**src/rtl/t1dl_pkg.sv**
```systemverilog
package t1dl_pkg;
  typedef enum logic [1:0] {
    DL_ESF = 2'b00,
    DL_D4  = 2'b01,
    DL_ZB  = 2'b10,
    DL_OFF = 2'b11
  } dl_mode_e;
endpackage

```
**src/rtl/t1dl_bitpos.sv**
```systemverilog
// Bit position within the current frame; 0 means no frame in progress.
module t1dl_bitpos #(
  parameter int FRAME_BITS = 193
) (
  input  logic clk,
  input  logic rst_n,
  input  logic mark,
  output logic idle,
  output logic upd_tick,
  output logic end_tick
);
  localparam int CW = $clog2(FRAME_BITS + 1);
  localparam logic [CW-1:0] LAST = CW'(FRAME_BITS - 1);
  localparam logic [CW-1:0] PRE  = CW'(FRAME_BITS - 2);

  logic [CW-1:0] cnt;

  always_ff @(posedge clk) begin
    if (!rst_n)              cnt <= '0;
    else if (mark)           cnt <= CW'(1);
    else if (cnt == LAST)    cnt <= '0;
    else if (cnt != '0)      cnt <= cnt + 1'b1;
  end

  assign idle     = (cnt == '0);
  assign upd_tick = !mark && (cnt == PRE);
  assign end_tick = !mark && (cnt == LAST);

  // any marker restarts counting at bit 1
  a_r8_mark_restarts: assert property (@(posedge clk) disable iff (!rst_n)
    mark |=> (cnt == CW'(1)));
  // the update slot is always followed by the last bit of the frame
  a_r5_update_then_last: assert property (@(posedge clk) disable iff (!rst_n)
    upd_tick |=> (cnt == LAST));
endmodule

```
**src/rtl/t1dl_frmsel.sv**
```systemverilog
// Decides whether the frame starting now carries a link bit.
module t1dl_frmsel
  import t1dl_pkg::*;
#(
  parameter int MF_FRAMES = 24,
  parameter int SF_FRAMES = 12,
  parameter int FW        = 5
) (
  input  logic          clk,
  input  logic          rst_n,
  input  logic          mark,
  input  logic [FW-1:0] fnum,
  input  dl_mode_e      mode,
  output logic          take
);
  logic in_mf, in_sf;

  always_comb begin
    in_mf = (fnum != '0) && (32'(fnum) <= MF_FRAMES);
    in_sf = (fnum != '0) && (32'(fnum) <= SF_FRAMES);
    case (mode)
      DL_ESF:  take = mark && in_mf && fnum[0];
      DL_D4:   take = mark && in_sf && !fnum[0];
      DL_ZB:   take = mark && in_mf && (fnum[1:0] == 2'b01);
      default: take = 1'b0;
    endcase
  end

  a_r3_d4_even_only: assert property (@(posedge clk) disable iff (!rst_n)
    (take && mode == DL_D4) |-> !fnum[0]);
  a_r4_zb_every_fourth: assert property (@(posedge clk) disable iff (!rst_n)
    (take && mode == DL_ZB) |-> (fnum[1:0] == 2'b01));
  a_r7_off_silent: assert property (@(posedge clk) disable iff (!rst_n)
    (mode == DL_OFF) |-> !take);
  a_r9_no_frame_zero: assert property (@(posedge clk) disable iff (!rst_n)
    take |-> (fnum != '0));
endmodule

```
**src/rtl/t1dl_linkout.sv**
```systemverilog
// Holds the captured bit, presents it on the update slot, drives the demand clock.
module t1dl_linkout (
  input  logic clk,
  input  logic rst_n,
  input  logic mark,
  input  logic idle,
  input  logic take,
  input  logic rx_data,
  input  logic upd_tick,
  input  logic end_tick,
  output logic link_data,
  output logic link_clk
);
  logic pend_d, pend_v, arm;

  always_ff @(posedge clk) begin
    if (!rst_n) begin
      pend_d    <= 1'b0;
      pend_v    <= 1'b0;
      arm       <= 1'b0;
      link_data <= 1'b0;
      link_clk  <= 1'b0;
    end else if (mark) begin
      pend_d <= rx_data;
      pend_v <= take;
      if (!idle) begin
        link_clk <= 1'b0;
        arm      <= 1'b0;
      end
    end else if (upd_tick) begin
      link_clk <= 1'b0;
      arm      <= pend_v;
      pend_v   <= 1'b0;
      if (pend_v) link_data <= pend_d;
    end else if (end_tick) begin
      link_clk <= arm;
    end
  end

  a_r5_data_moves_on_slot: assert property (@(posedge clk) disable iff (!rst_n)
    !$stable(link_data) |-> $past(upd_tick));
  a_r6_clk_rises_at_end: assert property (@(posedge clk) disable iff (!rst_n)
    $rose(link_clk) |-> $past(end_tick));
  a_r6_clk_low_on_update: assert property (@(posedge clk) disable iff (!rst_n)
    upd_tick |=> !link_clk);
  a_r8_early_mark_drops_clk: assert property (@(posedge clk) disable iff (!rst_n)
    (mark && !idle) |=> !link_clk);
endmodule

```
**src/rtl/t1_rx_dlink.sv**
```systemverilog
module t1_rx_dlink
  import t1dl_pkg::*;
#(
  parameter int FRAME_BITS = 193,
  parameter int MF_FRAMES  = 24,
  parameter int SF_FRAMES  = 12,
  parameter int FW         = 5
) (
  input  logic          clk,
  input  logic          rst_n,
  input  logic          rx_data,
  input  logic          frame_mark,
  input  logic [FW-1:0] frame_num,
  input  logic [1:0]    mode,
  output logic          link_data,
  output logic          link_clk
);
  logic idle, upd_tick, end_tick, take;
  dl_mode_e mode_e;

  assign mode_e = dl_mode_e'(mode);

  t1dl_bitpos #(.FRAME_BITS(FRAME_BITS)) u_pos (
    .clk(clk), .rst_n(rst_n), .mark(frame_mark),
    .idle(idle), .upd_tick(upd_tick), .end_tick(end_tick)
  );

  t1dl_frmsel #(.MF_FRAMES(MF_FRAMES), .SF_FRAMES(SF_FRAMES), .FW(FW)) u_sel (
    .clk(clk), .rst_n(rst_n), .mark(frame_mark),
    .fnum(frame_num), .mode(mode_e), .take(take)
  );

  t1dl_linkout u_out (
    .clk(clk), .rst_n(rst_n), .mark(frame_mark), .idle(idle), .take(take),
    .rx_data(rx_data), .upd_tick(upd_tick), .end_tick(end_tick),
    .link_data(link_data), .link_clk(link_clk)
  );

  // nothing is clocked out while no frame has started
  a_r1_quiet_when_idle: assert property (@(posedge clk) disable iff (!rst_n)
    (idle && !frame_mark && !link_clk) |=> !link_clk);
endmodule

```
**config.mk**
```make
export PLATFORM = sky130hd
export DESIGN_NAME = t1_rx_dlink
export DESIGN_NICKNAME = d
export VERILOG_FILES = /design/src/rtl/t1dl_pkg.sv /design/src/rtl/t1dl_bitpos.sv /design/src/rtl/t1dl_frmsel.sv /design/src/rtl/t1dl_linkout.sv /design/src/rtl/t1_rx_dlink.sv
export SDC_FILE = /design/constraint.sdc
export NUM_CORES = 1
export LEC_CHECK = 0
export BUFFER_PORTS_ARGS = -buffer_cell sky130_fd_sc_hd__buf_4
export CAP_MARGIN = 20
export CORE_ASPECT_RATIO = 1.25
export CORE_MARGIN = 1.5
export CORE_UTILIZATION = 40
export DETAILED_ROUTE_END_ITERATION = 16
export PLACE_DENSITY_LB_ADDON = 0.2
export SLEW_MARGIN = 10
export SYNTH_ARGS = -nofsm -noshare
export SYNTH_HDL_FRONTEND = slang
export SYNTH_SLANG_ARGS = --single-unit
```
**constraint.sdc**
```tcl
create_clock -name clk -period 3.1 [get_ports clk]
set_input_delay 0.31 -clock clk [delete_from_list [all_inputs] [get_ports clk]]
set_output_delay 0.31 -clock clk [all_outputs]
set_load 0.01 [all_outputs]
```
==> results_tabular.tex, run 1 <==
\begin{tabular}{lr}
\hline
Metric & Value \\
\hline
\multicolumn{2}{l}{\textbf{Cells and area}} \\
FF/Latch Area & 260 µm² \\
Commonest non-fill, non-tap cell in the layout & sky130\_fd\_sc\_hd\_\_dfxtp\_1 \\
Nets & 115 \\
Final standard cell count with taps included and fillers excluded & 120 \\
Relative area change from synthesis to final layout & 17.0\% \\
Most used cells in the layout excluding fill and tap cells & sky130\_fd\_sc\_hd\_\_dfxtp\_1 (13), sky130\_fd\_sc\_hd\_\_buf\_4 (12), sky130\_fd\_sc\_hd\_\_nand2\_1 (9), sky130\_fd\_sc\_hd\_\_nor2\_1 (7), sky130\_fd\_sc\_hd\_\_nand3\_1 (7) \\
Proportion of layout cells with a drive suffix above 1 & 0.198 \\
Layout Cell Area excl Fill & 862 µm² \\
Count of inserted antenna diode cells & 0 \\
Share of the core filled with cells & 0.494 \\
Fill cell total of the finished layout & 192 \\
Combined area of the multi-input logic cells & 450 µm² \\
\multicolumn{2}{l}{\textbf{STA}} \\
Period utilization & 0.478 \\
Achievable Freq & 675 MHz \\
Unrepaired setup endpoints after global routing & false \\
Endpoints failing setup & 0 \\
Final-report hold violation count & 0 \\
Max-Slew Margin vs Limit & 0.649 \\
Final Max Tran Viols & 0 \\
Post-route worst setup slack & 1.62 ns \\
Final Skew & 0.00326 ns \\
Transition time of the tightest slew-check pin & 0.526 ns \\
Setup\_tns & 0 ns \\
Final Critical Period & 1.48 ns \\
\multicolumn{2}{l}{\textbf{Global routing}} \\
Congestion Overflow GR & 0 \\
Largest net degree at the start of global routing & 12 \\
Global-route wire length before repair & 2620 µm \\
Number of global-route vias before repair & 608 \\
Tot GR Track Use & 0.181 \\
Initial antenna violation count & 0 \\
\multicolumn{2}{l}{\textbf{Setup path}} \\
Type of element launching the critical path & flip-flop \\
Crit-path cells & inv\_1, ha\_1, nor2b\_1, nand2\_2, o21a\_1, o31a\_1 \\
Crit path max-delay family & compound AO/OA/AOI/OAI gates \\
Reg2reg start & u\_pos.cnt[0] \\
Startpoint of the most critical setup path & u\_pos.cnt[0] \\
Largest fanout of any net on the critical path & 6 \\
Slowest cell on the critical path & sky130\_fd\_sc\_hd\_\_dfxtp\_1 \\
Worst Path Arrival & 1.65 ns \\
Kind of critical path & reg2reg \\
Slowest cell delay on critical path & 0.37 ns \\
Required @ worst endpoint & 3.27 ns \\
Crit. End Element & flip-flop \\
Count of buffering cells on the critical path with inverters included & 1 \\
\multicolumn{2}{l}{\textbf{Synthesis}} \\
Cell variety after synth & 37 \\
Top area cells in the synthesized netlist & sky130\_fd\_sc\_hd\_\_dfxtp\_1 (35\%), sky130\_fd\_sc\_hd\_\_nand3\_1 (4.8\%), sky130\_fd\_sc\_hd\_\_xor2\_1 (4.8\%) \\
Synthesized net count & 101 \\
Sequential share of the synthesized area & 0.353 \\
Synth top area share & 0.353 \\
Post-synth EDFFs & 0 \\
Synth warn & 0 \\
Synth Register Bits & 13 \\
Post-synthesis async set-or-reset flop share & 0 \\
Synth area leader & sky130\_fd\_sc\_hd\_\_dfxtp\_1 \\
Synthesized area & 737 µm² \\
Most common flop cell mapped by yosys & sky130\_fd\_sc\_hd\_\_dfxtp\_1 \\
Post-synthesis instance total & 88 \\
Post-synthesis average cell area & 8.37 µm² \\
\multicolumn{2}{l}{\textbf{Placement}} \\
Total half-perimeter wirelength after legalization and detailed placement & 1160 µm \\
Instance area at placement & 836 µm² \\
Port Buffers & 12 \\
Dpl cells & 116 \\
Pre-CTS setup slack & 1.64 ns \\
Last weighted congestion value of the routability-driven placer & 0.834 \\
\multicolumn{2}{l}{\textbf{Floorplan}} \\
Die width & 41.4 µm \\
DIE HEIGHT & 51.0 µm \\
Area of the die & 2110 µm² \\
I/O Pins & 13 \\
Core Area & 1740 µm² \\
Initial standard-cell utilization of the core & 0.423 \\
Count of standard-cell rows & 17 \\
\multicolumn{2}{l}{\textbf{Run}} \\
MaxCap Viol Count & 0 \\
\multicolumn{2}{l}{\textbf{Clocking}} \\
CTS Buf Count & 3 \\
Number of buffers inserted for hold repair after clock tree synthesis & 0 \\
Number of levels the H-tree was split into & 1 \\
Clock tree sinks & 13 \\
Quantity of gates resized following cts & 0 \\
TritonCTS clock tree & built \\
Buffer depth of the longest clock path & 2 \\
Postcts setup bufs & 0 \\
Root buf cell & sky130\_fd\_sc\_hd\_\_clkbuf\_4 \\
Skew-Pair Late Insertion Delay & 0.28 ns \\
Clock edge transition at the registers on the reported setup and hold paths & 0.09 ns \\
\multicolumn{2}{l}{\textbf{Status}} \\
Result of the run & finished, final reports clean \\
\multicolumn{2}{l}{\textbf{Power}} \\
Ratio of total power to cell area & 371 nW/µm² \\
Reported leakage power & 0.325 nW \\
Peak ir drop on the vdd network & 0.278 mV \\
Switching power & 0.0811 mW \\
Share of total power in the clock network & 0.341 \\
Internal power & 0.239 mW \\
Sequential Power Share & 0.543 \\
Comb power frac & 0.116 \\
Switching Share & 0.254 \\
\multicolumn{2}{l}{\textbf{Routing}} \\
Overall via count from detail\_route & 664 \\
Vias per Instance & 5.53 \\
Final routed wirelength across all metal layers & 1580 µm \\
Initial DRC Count & 5 \\
First-pass DRT Iterations & 2 \\
Detailed-route DRC error count & 0 \\
Post-detailed-route count of antenna-violating nets & 0 \\
Post-detailed-route wirelength per cell & 13.2 µm \\
\multicolumn{2}{l}{\textbf{Worst hold path}} \\
Min-Delay Path Class & in2reg \\
Worst Min Path Start & rx\_data \\
\hline
\end{tabular}
[final timing paths]
path                                        end  slack [ns]  cells past startpoint
worst max-delay path               u_pos.cnt[0]        1.62                      6
worst min-delay path               u_out.pend_d        0.29                      3
worst min register to register  u_out.link_data        0.47                      2
worst max register to register     u_pos.cnt[0]        1.62                      6
[sequential cells by signal (all words and copies together), names as in the netlist]
| name | count |
|---|---|
| u_pos.cnt | 8 |
| u_out.arm | 1 |
| u_out.link_clk | 1 |
| u_out.link_data | 1 |
| u_out.pend_d | 1 |
| u_out.pend_v | 1 |
[kinds of logic after synthesis]
kind of cell,synth area share
multiplexers,0.0272
adder cells (fa/ha/maj),0.0340
flip-flops,0.353
buffers and inverters,0.0356
AO/OA/AOI/OAI,0.146
XOR/XNOR,0.0594
AND/OR/NAND/NOR,0.345
[per-layer routing]
layer | GRT usage | share of wire | vias to the layer above
li1 | - | - | 341
met1 | 0.245 | 0.47 | 303
met2 | 0.266 | 0.46 | 16
met3 | 0.0391 | 0.047 | 4
met4 | 0.0806 | 0.016 | 0
met5 | 0 | 0 | -
[per-stage QoR]
step	hold WS, ns	total power, mW
floorplan	0.434	0.197
global placement	0.450	0.213
CTS	0.302	0.321
global route	0.311	0.333
detailed placement	0.464	0.215
finish	0.295	0.320
[cells in the mapped netlist (2+ instances only)]
| master | instances |
|---|---|
| sky130_fd_sc_hd__a21oi_1 | 3 |
| sky130_fd_sc_hd__buf_2 | 3 |
| sky130_fd_sc_hd__dfxtp_1 | 13 |
| sky130_fd_sc_hd__ha_1 | 2 |
| sky130_fd_sc_hd__inv_1 | 3 |
| sky130_fd_sc_hd__mux2i_1 | 2 |
| sky130_fd_sc_hd__nand2_1 | 9 |
| sky130_fd_sc_hd__nand2b_1 | 2 |
| sky130_fd_sc_hd__nand3_1 | 7 |
| sky130_fd_sc_hd__nand3b_1 | 2 |
| sky130_fd_sc_hd__nand4b_1 | 2 |
| sky130_fd_sc_hd__nor2_1 | 7 |
| sky130_fd_sc_hd__nor2b_1 | 4 |
| sky130_fd_sc_hd__nor3b_1 | 2 |
| sky130_fd_sc_hd__o21ai_0 | 2 |
| sky130_fd_sc_hd__xor2_1 | 4 |
[worst register-to-register path, stage by stage (launching register included)]
cell and delay (ns):
sky130_fd_sc_hd__dfxtp_1 0.37, sky130_fd_sc_hd__inv_1 0.11, sky130_fd_sc_hd__ha_1 0.16, sky130_fd_sc_hd__nor2b_1 0.19
sky130_fd_sc_hd__nand2_2 0.12, sky130_fd_sc_hd__o21a_1 0.20, sky130_fd_sc_hd__o31a_1 0.23
[power by group through the flow]
stage / clock network, mW / logic [mW] / registers, mW
2_1_floorplan: 0 / 0.0209 / 0.176
3_3_place_gp: 0 / 0.0364 / 0.177
3_5_place_dp: 0 / 0.0373 / 0.177
4_1_cts: 0.110 / 0.0376 / 0.173
5_1_grt: 0.117 / 0.0418 / 0.174
6_report: 0.109 / 0.0371 / 0.173
[cell type report]
type,count,area share
multi-input combinational,69,0.522
inverter,3,0.0131
timing repair buffer,12,0.104
sequential,13,0.302
clock buffer,4,0.0305
tap,19,0.0276
Note: power is estimated with default switching activity, not from simulation.
==> run 2, diff against run 1 <==
Clock period 3.1 ns to 1.25 ns, I/O delays scaled along.
==> results_tabular.tex, run 2 (same netlist as run 1, synthesis figures left out) <==
\begin{tabular}{lr}
\hline
Metric & Value \\
\hline
\multicolumn{2}{l}{\textbf{Cells and area}} \\
Commonest non-fill, non-tap cell in the layout & sky130\_fd\_sc\_hd\_\_buf\_4 \\
Nets & 131 (+14\%) \\
Most used cells in the layout excluding fill and tap cells & sky130\_fd\_sc\_hd\_\_buf\_4 (28), sky130\_fd\_sc\_hd\_\_nand2\_1 (9), sky130\_fd\_sc\_hd\_\_nor2\_1 (7), sky130\_fd\_sc\_hd\_\_nand3\_1 (7), sky130\_fd\_sc\_hd\_\_dfxtp\_1 (7) \\
Largest reg by FF count & u\_pos.cnt \\
Count of inserted antenna diode cells & 0 (unchanged) \\
Final standard cell count with taps included and fillers excluded & 136 (+13\%) \\
Max FFs per register & 8 (unchanged) \\
Proportion of layout cells with a drive suffix above 1 & 0.427 (+0.229) \\
Relative area change from synthesis to final layout & 43.3\% \\
\multicolumn{2}{l}{\textbf{STA}} \\
Final Max Tran Viols & 0 (unchanged) \\
Final Critical Period & 1.27 ns (-0.207 ns) \\
Final-report hold violation count & 0 (unchanged) \\
Setup\_tns & -0.0243 ns (-0.0243 ns) \\
Final Skew & 0.00161 ns (-0.00165 ns) \\
Period utilization & 1.02 (+0.542) \\
Endpoints failing setup & 1 (+1) \\
Max-Slew Margin vs Limit & 0.583 (-0.0656) \\
Post-route worst setup slack & -0.0243 ns (-1.64 ns) \\
Achievable Freq & 785 MHz (+16\%) \\
Transition time of the tightest slew-check pin & 0.624 ns (+0.0982 ns) \\
Unrepaired setup endpoints after global routing & true \\
\multicolumn{2}{l}{\textbf{Floorplan}} \\
DIE HEIGHT & 51.0 µm (unchanged) \\
I/O Pins & 13 (unchanged) \\
Core Area & 1740 µm² (unchanged) \\
Die width & 41.4 µm (unchanged) \\
Count of standard-cell rows & 17 (unchanged) \\
Initial standard-cell utilization of the core & 0.423 (unchanged) \\
Area of the die & 2110 µm² (unchanged) \\
\multicolumn{2}{l}{\textbf{Power}} \\
Share of total power in the clock network & 0.313 (-0.028) \\
Reported leakage power & 0.429 nW (+32\%) \\
Internal power & 0.627 mW (+160\%) \\
Switching power & 0.209 mW (+160\%) \\
Switching Share & 0.250 (-0.00379) \\
PnR Total Power & 0.836 mW (+160\%) \\
Peak ir drop on the vdd network & 0.649 mV (+130\%) \\
Comb power frac & 0.176 (+0.060) \\
Sequential Power Share & 0.510 (-0.033) \\
Ratio of total power to cell area & 792 nW/µm² (+110\%) \\
\multicolumn{2}{l}{\textbf{Setup path}} \\
Slowest cell delay on critical path & 0.33 ns (-0.04 ns) \\
Largest fanout of any net on the critical path & 5 (-1) \\
Crit. End Element & flip-flop \\
Kind of critical path & reg2reg \\
Crit-path cells & inv\_2, ha\_4, nor2b\_4, nand2\_4, o21a\_1, o31a\_1 \\
Slowest cell on the critical path & sky130\_fd\_sc\_hd\_\_dfxtp\_2 \\
Crit path max-delay family & compound AO/OA/AOI/OAI gates \\
Required @ worst endpoint & 1.42 ns (-1.85 ns) \\
Type of element launching the critical path & flip-flop \\
Worst Path Arrival & 1.44 ns (-0.21 ns) \\
Count of buffering cells on the critical path with inverters included & 1 (unchanged) \\
\multicolumn{2}{l}{\textbf{Clocking}} \\
Buffer depth of the longest clock path & 2 (unchanged) \\
Clock tree sinks & 13 (unchanged) \\
Skew-Pair Late Insertion Delay & 0.27 ns (about the same) \\
Number of buffers inserted for hold repair after clock tree synthesis & 0 (unchanged) \\
Number of levels the H-tree was split into & 1 (unchanged) \\
Clock edge transition at the registers on the reported setup and hold paths & 0.08 ns (about the same) \\
Root buf cell & sky130\_fd\_sc\_hd\_\_clkbuf\_4 \\
TritonCTS clock tree & built \\
CTS Buf Count & 3 (unchanged) \\
\multicolumn{2}{l}{\textbf{Routing}} \\
Detailed-route DRC error count & 0 (unchanged) \\
First-pass DRT Iterations & 4 (+2) \\
Overall via count from detail\_route & 732 (+10\%) \\
Final routed wirelength across all metal layers & 1760 µm (+11\%) \\
Initial DRC Count & 13 (+8) \\
Post-detailed-route count of antenna-violating nets & 0 (unchanged) \\
Post-detailed-route wirelength per cell & 12.9 µm (-1.9\%) \\
Vias per Instance & 5.38 (-2.7\%) \\
\multicolumn{2}{l}{\textbf{Placement}} \\
Total half-perimeter wirelength after legalization and detailed placement & 1350 µm (+16\%) \\
Last weighted congestion value of the routability-driven placer & 0.864 (+3.5\%) \\
Port Buffers & 12 (unchanged) \\
Dpl cells & 131 (+13\%) \\
\multicolumn{2}{l}{\textbf{Worst hold path}} \\
Min-Delay Path Class & in2reg \\
\multicolumn{2}{l}{\textbf{Global routing}} \\
Number of global-route vias before repair & 715 (+18\%) \\
Initial antenna violation count & 0 (unchanged) \\
Global-route wire length before repair & 2700 µm (+2.9\%) \\
Congestion Overflow GR & 0 (unchanged) \\
Tot GR Track Use & 0.188 (+0.00753) \\
Largest net degree at the start of global routing & 9 (-3) \\
\multicolumn{2}{l}{\textbf{Status}} \\
Result of the run & finished, violations left \\
Violated checks & negative setup slack \\
\multicolumn{2}{l}{\textbf{Run}} \\
MaxCap Viol Count & 0 (unchanged) \\
\hline
\end{tabular}
-- run 2: layout make-up --
class	instances	area, µm²
clock buffers	4	26.3
inverters	3	11.3
multi-input cells	69	517
well taps	19	23.8
flip-flops and latches	13	268
fillers	167	688
repair buffers	28	210
-- run 2: path summary, 6_finish.rpt --
check / startpoint / to / slack [ns] / cells after the start
max: u_pos.cnt[0] / u_pos.cnt[0] / -0.02 / 6
max reg2reg: u_pos.cnt[0] / u_pos.cnt[0] / -0.02 / 6
min: rx_data / u_out.pend_d / 0.12 / 3
min reg2reg: u_out.link_data / u_out.link_data / 0.47 / 2
-- run 2: worst register-to-register path, delay by kind of cell, from the launching register on --
kind | cells | cell delay (ns)
fa+ha+maj | 1 | 0.12
flops | 1 | 0.33
simple gates | 2 | 0.24
compound gates | 2 | 0.40
buf+inv | 1 | 0.07
-- run 2: metal layers --
layer,vias up,track usage,wire [µm]
met2,19,0.354,911
met5,-,0,0
li1,375,-,-
met1,334,0.185,731
met3,4,0.0391,79
met4,0,0.0645,39
-- run 2: power groups by stage --
| stage | Combinational [mW] | Sequential (mW) | Clock (mW) |
|---|---|---|---|
| after floorplan | 0.0604 | 0.439 | 0 |
| after global placement | 0.129 | 0.436 | 0 |
| after detailed placement | 0.131 | 0.437 | 0 |
| after CTS | 0.134 | 0.427 | 0.274 |
| after global routing | 0.161 | 0.428 | 0.287 |
| final | 0.147 | 0.427 | 0.262 |
-- run 2: metrics by stage --
stage          utilization  setup WS [ns]  hold slack (ns)  instance area, µm²
3_3_place_gp         0.557         0.0121            0.395                 971
4_1_cts              0.575        -0.0253            0.114                1000
5_1_grt              0.605        -0.0798            0.116                1060
3_5_place_dp         0.557        -0.0111            0.403                 971
6_report             0.605        -0.0243            0.116                1060
2_1_floorplan            -        0.00381            0.245                 759
-- run 2: repair_timing --
action,CTS,global route
resized for setup,1,12
cloned,0,0
endpoints found under the setup margin,8,10
pin swaps,0,2
buffers inserted,0,1
==> run 3, diff against run 2 <==
Settings changed: MAX_ROUTING_LAYER set to met4.
==> results_tabular.tex, run 3 (same netlist as run 1, synthesis figures left out) <==
\begin{tabular}{lr}
\hline
Metric & Value \\
\hline
\multicolumn{2}{l}{\textbf{Cells and area}} \\
Most used cells in the layout excluding fill and tap cells & sky130\_fd\_sc\_hd\_\_buf\_4 (28), sky130\_fd\_sc\_hd\_\_nand2\_1 (9), sky130\_fd\_sc\_hd\_\_nor2\_1 (7), sky130\_fd\_sc\_hd\_\_nand3\_1 (7), sky130\_fd\_sc\_hd\_\_dfxtp\_1 (7) \\
Nets & 131 (unchanged) \\
Count of inserted antenna diode cells & 0 (unchanged) \\
Layout Cell Area excl Fill & 1060 µm² (unchanged) \\
Final standard cell count with taps included and fillers excluded & 136 (unchanged) \\
Proportion of layout cells with a drive suffix above 1 & 0.427 (unchanged) \\
Share of the core filled with cells & 0.605 (unchanged) \\
Commonest non-fill, non-tap cell in the layout & sky130\_fd\_sc\_hd\_\_buf\_4 \\
Relative area change from synthesis to final layout & 43.3\% (unchanged) \\
Largest reg by FF count & u\_pos.cnt \\
Max FFs per register & 8 (unchanged) \\
\multicolumn{2}{l}{\textbf{STA}} \\
Final Skew & 0.00161 ns (unchanged) \\
Achievable Freq & 785 MHz (unchanged) \\
Transition time of the tightest slew-check pin & 0.624 ns (unchanged) \\
Final Critical Period & 1.27 ns (unchanged) \\
Final Max Tran Viols & 0 (unchanged) \\
Period utilization & 1.02 (unchanged) \\
Post-route worst setup slack & -0.0243 ns (unchanged) \\
Max-Slew Margin vs Limit & 0.583 (unchanged) \\
Endpoints failing setup & 1 (unchanged) \\
Final-report hold violation count & 0 (unchanged) \\
Unrepaired setup endpoints after global routing & true \\
\multicolumn{2}{l}{\textbf{Setup path}} \\
Worst Reg2Reg Path Length in Cells & 6 (unchanged) \\
Crit. path cell count & 6 (unchanged) \\
Required @ worst endpoint & 1.42 ns (about the same) \\
Flop-to-flop setup slack & -0.02 ns (about the same) \\
Largest fanout of any net on the critical path & 5 (unchanged) \\
Kind of critical path & reg2reg \\
Type of element launching the critical path & flip-flop \\
Startpoint of the most critical setup path & u\_pos.cnt[0] \\
Crit-path cells & inv\_2, ha\_4, nor2b\_4, nand2\_4, o21a\_1, o31a\_1 \\
Critical register-to-register path endpoint & u\_pos.cnt[0] \\
Worst Path Arrival & 1.44 ns (about the same) \\
Crit path max-delay family & compound AO/OA/AOI/OAI gates \\
Crit path to & u\_pos.cnt[0] \\
Reg2reg start & u\_pos.cnt[0] \\
Slowest cell delay on critical path & 0.33 ns (about the same) \\
Slowest cell on the critical path & sky130\_fd\_sc\_hd\_\_dfxtp\_2 \\
Count of buffering cells on the critical path with inverters included & 1 (unchanged) \\
Crit. End Element & flip-flop \\
\multicolumn{2}{l}{\textbf{Run}} \\
MaxCap Viol Count & 0 (unchanged) \\
\multicolumn{2}{l}{\textbf{Clocking}} \\
Clock tree sinks & 13 (unchanged) \\
Clock edge transition at the registers on the reported setup and hold paths & 0.08 ns (about the same) \\
CTS Buf Count & 3 (unchanged) \\
Number of levels the H-tree was split into & 1 (unchanged) \\
Buffer depth of the longest clock path & 2 (unchanged) \\
TritonCTS clock tree & built \\
Number of buffers inserted for hold repair after clock tree synthesis & 0 (unchanged) \\
Skew-Pair Late Insertion Delay & 0.27 ns (about the same) \\
Root buf cell & sky130\_fd\_sc\_hd\_\_clkbuf\_4 \\
\multicolumn{2}{l}{\textbf{Global routing}} \\
Initial antenna violation count & 0 (unchanged) \\
Number of global-route vias before repair & 715 (unchanged) \\
Tot GR Track Use & 0.193 (+0.00451) \\
Global-route wire length before repair & 2700 µm (unchanged) \\
Largest net degree at the start of global routing & 9 (unchanged) \\
Congestion Overflow GR & 0 (unchanged) \\
\multicolumn{2}{l}{\textbf{Routing}} \\
Overall via count from detail\_route & 732 (unchanged) \\
Detailed-route DRC error count & 0 (unchanged) \\
Initial DRC Count & 13 (unchanged) \\
Final routed wirelength across all metal layers & 1760 µm (unchanged) \\
Vias per Instance & 5.38 (unchanged) \\
Post-detailed-route count of antenna-violating nets & 0 (unchanged) \\
Post-detailed-route wirelength per cell & 12.9 µm (unchanged) \\
First-pass DRT Iterations & 4 (unchanged) \\
\multicolumn{2}{l}{\textbf{Power}} \\
Internal power & 0.627 mW (unchanged) \\
Reported leakage power & 0.429 nW (unchanged) \\
Sequential Power Share & 0.510 (about the same) \\
Share of total power in the clock network & 0.313 (about the same) \\
Switching Share & 0.250 (unchanged) \\
Switching power & 0.209 mW (unchanged) \\
Comb power frac & 0.176 (about the same) \\
Peak ir drop on the vdd network & 0.649 mV (unchanged) \\
Ratio of total power to cell area & 792 nW/µm² (unchanged) \\
\multicolumn{2}{l}{\textbf{Status}} \\
Violated checks & negative setup slack \\
Result of the run & finished, violations left \\
\multicolumn{2}{l}{\textbf{Floorplan}} \\
Initial standard-cell utilization of the core & 0.423 (unchanged) \\
DIE HEIGHT & 51.0 µm (unchanged) \\
Area of the die & 2110 µm² (unchanged) \\
Die width & 41.4 µm (unchanged) \\
Core Area & 1740 µm² (unchanged) \\
Count of standard-cell rows & 17 (unchanged) \\
I/O Pins & 13 (unchanged) \\
\multicolumn{2}{l}{\textbf{Worst hold path}} \\
Min-Delay Path Class & in2reg \\
\multicolumn{2}{l}{\textbf{Placement}} \\
Pre-CTS setup slack & -0.0111 ns (unchanged) \\
Total half-perimeter wirelength after legalization and detailed placement & 1350 µm (unchanged) \\
Dpl cells & 131 (unchanged) \\
Port Buffers & 12 (unchanged) \\
Last weighted congestion value of the routability-driven placer & 0.878 (+1.6\%) \\
Instance area at placement & 971 µm² (unchanged) \\
\hline
\end{tabular}
## run 3: cell counts in the layout (fill, tap and decap cells not counted)
Identical to the previous run, type by type.
## run 3: power groups by stage
stage / Sequential [mW] / Clock [mW] / Combinational (mW)
2_1_floorplan: 0.439 / 0 / 0.0604
3_3_place_gp: 0.436 / 0 / 0.129
3_5_place_dp: 0.437 / 0 / 0.131
4_1_cts: 0.427 / 0.274 / 0.134
5_1_grt: 0.428 / 0.287 / 0.161
6_report: 0.427 / 0.262 / 0.147
## run 3: stage by stage
step	total power, mW	setup TNS, ns	hold slack, ns
after CTS	0.834	-0.0643	0.114
after global placement	0.565	0	0.395
after detailed placement	0.568	-0.0111	0.403
after global routing	0.876	-0.124	0.116
final	0.836	-0.0243	0.116
after floorplan	0.499	0	0.245
## run 3: routing by layer
layer	wire length, µm	vias up	track usage
met5	0	-	-
met2	911	19	0.354
met1	731	334	0.185
li1	-	375	-
met3	79	4	0.0391
met4	39	0	0.0645
## run 3: cell type report
cell class / instances / area (µm²)
timing repair buffer: 28 / 210
multi-input combinational: 69 / 517
clock buffer: 4 / 26.3
fill: 167 / 688
sequential: 13 / 268
tap: 19 / 23.8
inverter: 3 / 11.3
## run 3: worst min-delay path by stage
stage	from	end	slack [ns]	cells after the start
after global placement	rx_data	u_out.pend_d	0.40	3
after CTS	rx_data	u_out.pend_d	0.11	3
final	rx_data	u_out.pend_d	0.12	3
after global routing	rst_n	u_pos.cnt[0]	0.12	2
after floorplan	rst_n	u_pos.cnt[0]	0.25	1
after detailed placement	rx_data	u_out.pend_d	0.40	3
## run 3: worst register-to-register path, delay by kind of cell (launching register included)
kind	cells	cell delay (ns)
adders and majority gates	1	0.12
buffers and inverters	1	0.07
DFF	1	0.33
and+or+nand+nor	2	0.24
AOI/OAI and AO/OA	2	0.40
## run 3: what timing repair did
action,in CTS,in global routing
pin swaps,0,2
hold endpoints to repair,0,0
setup endpoints to repair,8,10
setup buffers,0,1
resized for setup,1,12
